`src/rtl/crlut_pkg.sv`:
```
`timescale 1ns/1ps
package crlut_pkg;
    // register geometry: the two-input table needs exactly four entries
    localparam int FIELD_W    = 4;
    localparam int NUM_FIELDS = 8;
    localparam int SEL_W      = $clog2(NUM_FIELDS);
    localparam int CR_W       = FIELD_W * NUM_FIELDS;
    localparam int WORD_W     = 32;

    // instruction positions, counted from the word's MSB as bit 0
    localparam int P_DST      = 6;
    localparam int P_MASK01   = 9;
    localparam int P_IDX      = 11;
    localparam int P_MASK23   = 14;
    localparam int P_TBL      = 16;
    localparam int P_RSV_LO   = 19;
    localparam int P_RSV_HI   = 25;
    localparam int P_RSV_LAST = 31;

    // convert an MSB-first position into a vector index
    localparam int I_DST    = WORD_W - 1 - P_DST;
    localparam int I_IDX    = WORD_W - 1 - P_IDX;
    localparam int I_TBL    = WORD_W - 1 - P_TBL;
    localparam int I_M01    = WORD_W - 1 - P_MASK01;
    localparam int I_M23    = WORD_W - 1 - P_MASK23;
    localparam int I_RSV_T  = WORD_W - 1 - P_RSV_LO;
    localparam int I_RSV_B  = WORD_W - 1 - P_RSV_HI;
    localparam int I_RSV_L  = WORD_W - 1 - P_RSV_LAST;

    typedef logic [SEL_W-1:0]   fsel_t;
    // nibble convention: element [FIELD_W-1-i] holds field bit i
    typedef logic [FIELD_W-1:0] nib_t;

    typedef struct packed {
        fsel_t dst;
        fsel_t idx;
        fsel_t tbl;
        nib_t  mask;
        logic  bad;
    } op_t;

    typedef enum logic [1:0] {
        ST_IDLE = 2'd0,
        ST_EXEC = 2'd1,
        ST_TRAP = 2'd2,
        ST_LOAD = 2'd3
    } state_t;
endpackage

```
`src/rtl/crlut_decode.sv`:
```
`timescale 1ns/1ps
module crlut_decode
    import crlut_pkg::*;
(
    input  logic [WORD_W-1:0] word,
    output op_t               op
);
    // opcode bits belong to the upstream decoder
    logic [10:0] opcode_bits_unused;
    assign opcode_bits_unused = {word[WORD_W-1 -: 6], word[5:1]};

    always_comb begin
        op.dst  = word[I_DST -: SEL_W];
        op.idx  = word[I_IDX -: SEL_W];
        op.tbl  = word[I_TBL -: SEL_W];
        // mask nibble uses the same MSB-first layout as a field
        op.mask = {word[I_M01], word[I_M01-1], word[I_M23], word[I_M23-1]};
        op.bad  = (|word[I_RSV_T:I_RSV_B]) | word[I_RSV_L];
    end
endmodule

```
`src/rtl/crlut_crfile.sv`:
```
`timescale 1ns/1ps
module crlut_crfile
    import crlut_pkg::*;
(
    input  logic            clk,
    input  logic            rst,
    input  logic            load_en,
    input  logic [CR_W-1:0] load_data,
    input  logic            wr_en,
    input  fsel_t           wr_sel,
    input  nib_t            wr_data,
    input  fsel_t           rd_sel_a,
    input  fsel_t           rd_sel_b,
    input  fsel_t           rd_sel_c,
    output nib_t            rd_a,
    output nib_t            rd_b,
    output nib_t            rd_c,
    output logic [CR_W-1:0] flat
);
    nib_t fields [NUM_FIELDS];

    always_ff @(posedge clk) begin
        if (rst) begin
            for (int n = 0; n < NUM_FIELDS; n++) fields[n] <= '0;
        end else if (load_en) begin
            for (int n = 0; n < NUM_FIELDS; n++)
                fields[n] <= load_data[CR_W-1-n*FIELD_W -: FIELD_W];
        end else if (wr_en) begin
            fields[wr_sel] <= wr_data;
        end
    end

    // reads see the pre-write contents
    assign rd_a = fields[rd_sel_a];
    assign rd_b = fields[rd_sel_b];
    assign rd_c = fields[rd_sel_c];

    // field 0 sits at the top of the flat view
    for (genvar n = 0; n < NUM_FIELDS; n++) begin : g_flat
        assign flat[CR_W-1-n*FIELD_W -: FIELD_W] = fields[n];
    end
endmodule

```
`src/rtl/crlut_lanes.sv`:
```
`timescale 1ns/1ps
module crlut_lanes
    import crlut_pkg::*;
(
    input  nib_t dst_val,
    input  nib_t idx_val,
    input  nib_t tbl_val,
    input  nib_t mask,
    output nib_t result
);
    for (genvar i = 0; i < FIELD_W; i++) begin : g_lane
        logic [1:0] sel;
        logic       entry;
        assign sel = {dst_val[FIELD_W-1-i], idx_val[FIELD_W-1-i]};
        // entry j sits at nibble index 3-j, which is the bitwise inverse of j
        assign entry = tbl_val[~sel];
        assign result[FIELD_W-1-i] = mask[FIELD_W-1-i] ? entry : dst_val[FIELD_W-1-i];
    end
endmodule

```
`src/rtl/crlut_ctrl.sv`:
```
`timescale 1ns/1ps
module crlut_ctrl
    import crlut_pkg::*;
(
    input  logic clk,
    input  logic rst,
    input  logic load_en,
    input  logic in_valid,
    input  logic bad,
    output logic in_ready,
    output logic wr_en,
    output logic illegal
);
    state_t state, state_nx;
    logic   take;

    assign take = in_valid && in_ready;

    always_comb begin
        state_nx = ST_IDLE;
        if (load_en)   state_nx = ST_LOAD;
        else if (take) state_nx = bad ? ST_TRAP : ST_EXEC;
    end

    always_ff @(posedge clk) begin
        if (rst) state <= ST_IDLE;
        else     state <= state_nx;
    end

    always_comb begin
        in_ready = !rst && !load_en;
        wr_en    = take && !bad;
        illegal  = 1'b0;
        unique case (state)
            ST_IDLE: illegal = 1'b0;
            ST_EXEC: illegal = 1'b0;
            ST_TRAP: illegal = 1'b1;
            ST_LOAD: illegal = 1'b0;
            default: illegal = 1'b0;
        endcase
    end
endmodule

```
`src/rtl/crlut_unit.sv`:
```
`timescale 1ns/1ps
module crlut_unit
    import crlut_pkg::*;
(
    input  logic              clk,
    input  logic              rst,
    input  logic              in_valid,
    output logic              in_ready,
    input  logic [WORD_W-1:0] in_word,
    input  logic              cr_load,
    input  logic [CR_W-1:0]   cr_load_data,
    output logic              illegal,
    output logic [CR_W-1:0]   cr_view
);
    op_t  op;
    nib_t dst_val, idx_val, tbl_val, result;
    logic wr_en;

    crlut_decode u_dec (
        .word (in_word),
        .op   (op)
    );

    crlut_ctrl u_ctrl (
        .clk      (clk),
        .rst      (rst),
        .load_en  (cr_load),
        .in_valid (in_valid),
        .bad      (op.bad),
        .in_ready (in_ready),
        .wr_en    (wr_en),
        .illegal  (illegal)
    );

    crlut_crfile u_cr (
        .clk       (clk),
        .rst       (rst),
        .load_en   (cr_load),
        .load_data (cr_load_data),
        .wr_en     (wr_en),
        .wr_sel    (op.dst),
        .wr_data   (result),
        .rd_sel_a  (op.dst),
        .rd_sel_b  (op.idx),
        .rd_sel_c  (op.tbl),
        .rd_a      (dst_val),
        .rd_b      (idx_val),
        .rd_c      (tbl_val),
        .flat      (cr_view)
    );

    crlut_lanes u_lanes (
        .dst_val (dst_val),
        .idx_val (idx_val),
        .tbl_val (tbl_val),
        .mask    (op.mask),
        .result  (result)
    );
endmodule

```
`config.mk`:
```
export PLATFORM = sky130hd
export DESIGN_NAME = crlut_unit
export DESIGN_NICKNAME = d
export VERILOG_FILES = /design/src/rtl/crlut_pkg.sv /design/src/rtl/crlut_decode.sv /design/src/rtl/crlut_crfile.sv /design/src/rtl/crlut_lanes.sv /design/src/rtl/crlut_ctrl.sv /design/src/rtl/crlut_unit.sv
export SDC_FILE = /design/constraint.sdc
export NUM_CORES = 1
export LEC_CHECK = 0
export ABC_AREA = 1
export CAP_MARGIN = 20
export CORE_UTILIZATION = 47
export DETAILED_ROUTE_END_ITERATION = 10
export PLACE_DENSITY = 0.84
export SYNTH_ARGS = -nofsm -noshare
export SYNTH_HDL_FRONTEND = slang
export SYNTH_SLANG_ARGS = --single-unit
```
`constraint.sdc`:
```
create_clock -name clk -period 2.23 [get_ports clk]
set_clock_uncertainty 0.2 [all_clocks]
set_input_delay 0.223 -clock clk [delete_from_list [all_inputs] [get_ports clk]]
set_output_delay 0.223 -clock clk [all_outputs]
set_load 0.05 [all_outputs]
```
* After elaboration in Yosys (flattened, before gate mapping)
Memory sizes are Yosys's and may differ from the RTL's.
Cells that the tools add are included.
** Storage, ports and cells
- RAM bits :: 32
- Input bits :: 68
- Memories :: 1
- Logic and storage cells :: 68
- Flip-flop bits (word level) :: 2
- Memory bits (read-only) :: 0
- Bits in latches :: 0
** Operators by class
- Bitwise operators :: 13
- $add $sub $neg :: 0
- $lt $le $gt $ge :: 4
- Div/mod/pow operators :: 0
- $mul :: 0
- Reductions and logical operators :: 10
- Shift operators :: 0
- Equal/unequal tests :: 3
- Multiplexer cells :: 36
** Memory list
- u_cr.fields :: words 8, bits a word 4, rd ports 11, clocked after Yosys merged registers in 0, write ports 8, RTL line crlut_crfile.sv:20 : nib_t fields [NUM_FIELDS];
** Operators by type and width (number)
- $mux W4 :: 9
- $mux W1 :: 18
- $lt A2 B3 Y1 const B :: 4
- $or A1 B1 Y1 :: 9
- $bmux W1 S2 :: 4
- $not A2 Y2 :: 4
- $reduce_or A7 Y1 :: 1
- $mux W2 :: 3
- $eq A2 B2 Y1 const B :: 2
- $reduce_or A4 Y1 :: 1
- $logic_and A1 B1 Y1 :: 3
- $logic_not A1 Y1 :: 3
- $mux W3 :: 1
- $reduce_or A3 Y1 :: 1
- $eq A2 B1 Y1 const B :: 1
- $logic_not A2 Y1 :: 1
- $pmux W1 S2 :: 1

* Longest topological paths before layout
- Depth after elaboration :: 10
- Mapped depth :: 13
- Depth with buffers taken out :: 11

* Modules after synthesis
A second synthesis with hierarchy kept.
** Second synthesis, totals
- Cell total of the unflattened synthesis :: 529
- Area total of the unflattened synthesis :: 3113.0 um^2
** By module, submodules not included
- crlut_crfile :: area each 2690.1 um^2, cells an instance 442, times used 1
- crlut_lanes :: area each 182.7 um^2, cells an instance 46, times used 1
- crlut_decode :: area each 153.9 um^2, cells an instance 28, times used 1
- crlut_ctrl :: area each 86.3 um^2, cells an instance 13, times used 1

* Worst setup path after synthesis
OpenSTA, ideal clock, no wires.
- Kind :: input-to-reg
- Start :: input cr_load
- End :: memory u_cr.fields[0][0] (netlist bit), enable pin
- Arrival :: 1479 ps
- Cell stages on the path :: 6
- Path slack :: 190 ps
- Library setup time :: 361 ps
- Buffers on the path :: 1
- Cell sequence :: nor2_4 -> nand2_2 -> nor3_4 -> inv_2 -> buf_6 -> o21ai_0
** RTL lines
- from (decl) :: RTL line crlut_unit.sv:10 : input logic cr_load,
- to (decl) :: RTL line crlut_crfile.sv:20

==> metrics.cfg <==
[outcome]
status=finished clean

[synthesis]
seq_area_frac_synth_pct=31.38
synth_top_area_share_pct=30.13
ys_top_cells_by_area=edfxtp_1 30%, nand2_1 26%, nand3_1 14%
ys_seq_elements=34
syn_area_um2=3189
yosysUniqueCellTypes=29
synth_area_leader_cell=edfxtp_1
synth_cells=488
synth_warnings=0
synth_fp_nets=556
syn_avg_cell_area_um2=6.535

[final_layout]
drive_gt1_share_pct=13.31
diodes=0
layout.nets=668
num-fill-cells=582
synthToLayoutAreaGrowth_pct=37.82

[global_route]
grt_overflow=0
grtUsageTotal_pct=30.32
grt_pass1_vias=3495
grt_pass1_wl_um=16690
grt_max_degree=27
antenna_found_initial=0

[cts]
cts_tree=yes
htreeDepth=2
cts_resized=0
clk_path_buf_depth=2
cts.reportedPaths.clkPinSlew_ns=0.07
ctsRootBufferMaster=clkbuf_8
insertion_delay_ns=0.29
postCtsHoldBufs=0
cts_setup_buffers=0
clock_sinks=34
cts_inserted_buffers=5

[floorplan]
fp-row-count=29
initial_core_util_pct=49.38
core_area_um2=6459
ioPinCount=102
die_area_um2=7119
fp.dieW_um=84.38
fp.dieH_um=84.38

[worst_setup_path]
crit_fanout=10
worstReg2RegStart=u_cr.fields[2][0]$_DFFE_PP_
crit_path_end_kind=flop
cp-start-kind=primary input
r2r_slack_ns=0.28
regToRegEndpoint=u_cr.fields[6][1]$_DFFE_PP_
cpMaxStageDelayCell=clkdlybuf4s50_1
crit_type=in2reg
reg2reg_depth=10
cpPeakStageDelay_ns=0.60
required_ns=2.07
critical_path.cell_chain=clkdlybuf4s50_1 > buf_4 > nand2_1 > nand3_1 > nand2_1 > nand2_1 > nand2_2 > nand2_1 > nand3_2 > nand3_1 > nand2_1
arrival_ns=1.92
path_common_cell=nand2_1

[timing]
finalCritPeriodShare_pct=92.92
fin_setup_tns_ns=0
fin_ws_ns=0.1578
max_slew_margin_pct=57.63
worst_pin_slew_ns=0.6348
setup_viol=0
rsz0062_at_grt=false
period_needed_ns=2.072
fmax_ghz=0.4826
slew_violations=0
hold_viol_final=0
holdWs_ns=0.3801

[route]
ant_nets=0
firstDrtPassIters=5
wl_per_cell_um=15.58
viasPerCell=5.372
via_count=3642
wl_um=10560
drtIter0Drc=278
drc=0

[placement]
pre_cts_ws_ns=-0.1155
globalplace.congestion=0.9097
post-dp-hpwl_um=8153
io_buffers=90

[job]
cap_violations=0

[power_and_ir_drop]
ir_worst_vdd_v=0.0003875
leakage_uw=0.002143
pwr_density_cell_nw_per_um2=505.1
finalPower_uw=2220

[hold_path]
hold_depth=3
min_to=u_cr.fields[3][0]$_DFFE_PP_
hp-start=cr_load_data[16]
min_path_type=in2reg

## cells in the final DEF (no fill, tap or decap), types with 5 or more instances in the layout
cell type        netlist  layout
inv_1                 50      50
nand3_2                5       5
nand4_1                5       5
nand3_1               90      90
o21ai_0                7       7
nor2_1                10      10
nand2_2               11      11
nand2_1              225     225
edfxtp_1              32      32
buf_4                  2      32
clkbuf_8               0       6
clkdlybuf4s50_1        0      89
## logic make-up (layout without fill, tap and decap cells)
| group | after synthesis | after routing | share of synthesized area [%] |
|---|---|---|---|
| AOI/OAI and AO/OA | 18 | 18 | 4.316 |
| DFF | 34 | 34 | 31.38 |
| and+or+nand+nor | 362 | 362 | 52.10 |
| buffers and inverters | 74 | 187 | 12.20 |
## through the flow
step | instances | utilization (%) | cell area, µm²
final | 678 | 68.05 | 4395
after detailed placement | 670 | 66.64 | 4304
after global placement | 670 | 66.64 | 4304
after global routing | 678 | 68.05 | 4395
after CTS | 678 | 68.05 | 4395
after floorplan | 488 | - | 3189
## critical path, delay by kind of cell
family        cells  cell delay (ns)
simple gates      9             0.86
buf+inv           2             0.82
## registers in the layout, summed over array words and instances (netlist names)
signal	count
u_cr.fields	32
u_ctrl.state	2
## Yosys cell counts
cell	count
nand2_1	225
o21ai_1	4
nor2_1	10
buf_8	1
nand3_1	90
nor3_4	1
inv_6	1
buf_4	2
nand3_4	3
inv_1	50
nand4_1	5
nand2_4	4
buf_6	8
edfxtp_1	32
o21ai_0	7
o21ai_2	3
nand2_2	11
inv_4	2
nand3_2	5
buf_12	1
buf_2	5
clkinv_1	1
inv_2	1
dfxtp_1	2
nor2_4	4
a21oi_4	3
nor3_1	4
a21boi_1	1
clkbuf_1	2
## layer usage
layer | global-route usage (%) | up-vias | part of all wire (%) | routed length, µm
met5 | 0 | - | 0 | 0
met4 | 13.87 | 0 | 2.9 | 303
met3 | 3.835 | 33 | 8.8 | 928
met2 | 51.34 | 216 | 48 | 5089
met1 | 38.83 | 1608 | 40 | 4241
li1 | - | 1785 | - | -
## worst max-delay path by stage
stage | startpoint | to | slack (ns) | cells past startpoint
floorplan | cr_load | u_cr.fields[0][0]$_DFFE_PP_ | 0.19 | 6
CTS | in_word[13] | u_cr.fields[6][1]$_DFFE_PP_ | 0.18 | 11
global placement | in_word[18] | u_cr.fields[7][0]$_DFFE_PP_ | -0.08 | 11
finish | in_word[13] | u_cr.fields[6][1]$_DFFE_PP_ | 0.16 | 11
global route | in_word[13] | u_cr.fields[0][1]$_DFFE_PP_ | 0.05 | 11
detailed placement | in_word[13] | u_cr.fields[6][1]$_DFFE_PP_ | -0.12 | 11
## report_power, final
group | switching, µW | internal [µW] | total [µW] | leakage (µW)
sequential | 55.6 | 758 | 813 | 0.000359
clock | 234 | 249 | 483 | 0.0000482
combinational | 583 | 341 | 924 | 0.00174
total | 873 | 1350 | 2220 | 0.00214
## cell type report
cell class	instances	area (µm²)	area share, %
Multi-Input combinational cell	380	1799	40.93
Clock buffer	7	86.33	1.964
Clock inverter	1	5.005	0.1139
Timing Repair Buffer	124	1191	27.10
Inverter	55	216.5	4.925
Sequential cell	34	1001	22.77
Tap cell	77	96.34	2.192
Power figures use the tool's default switching activity.
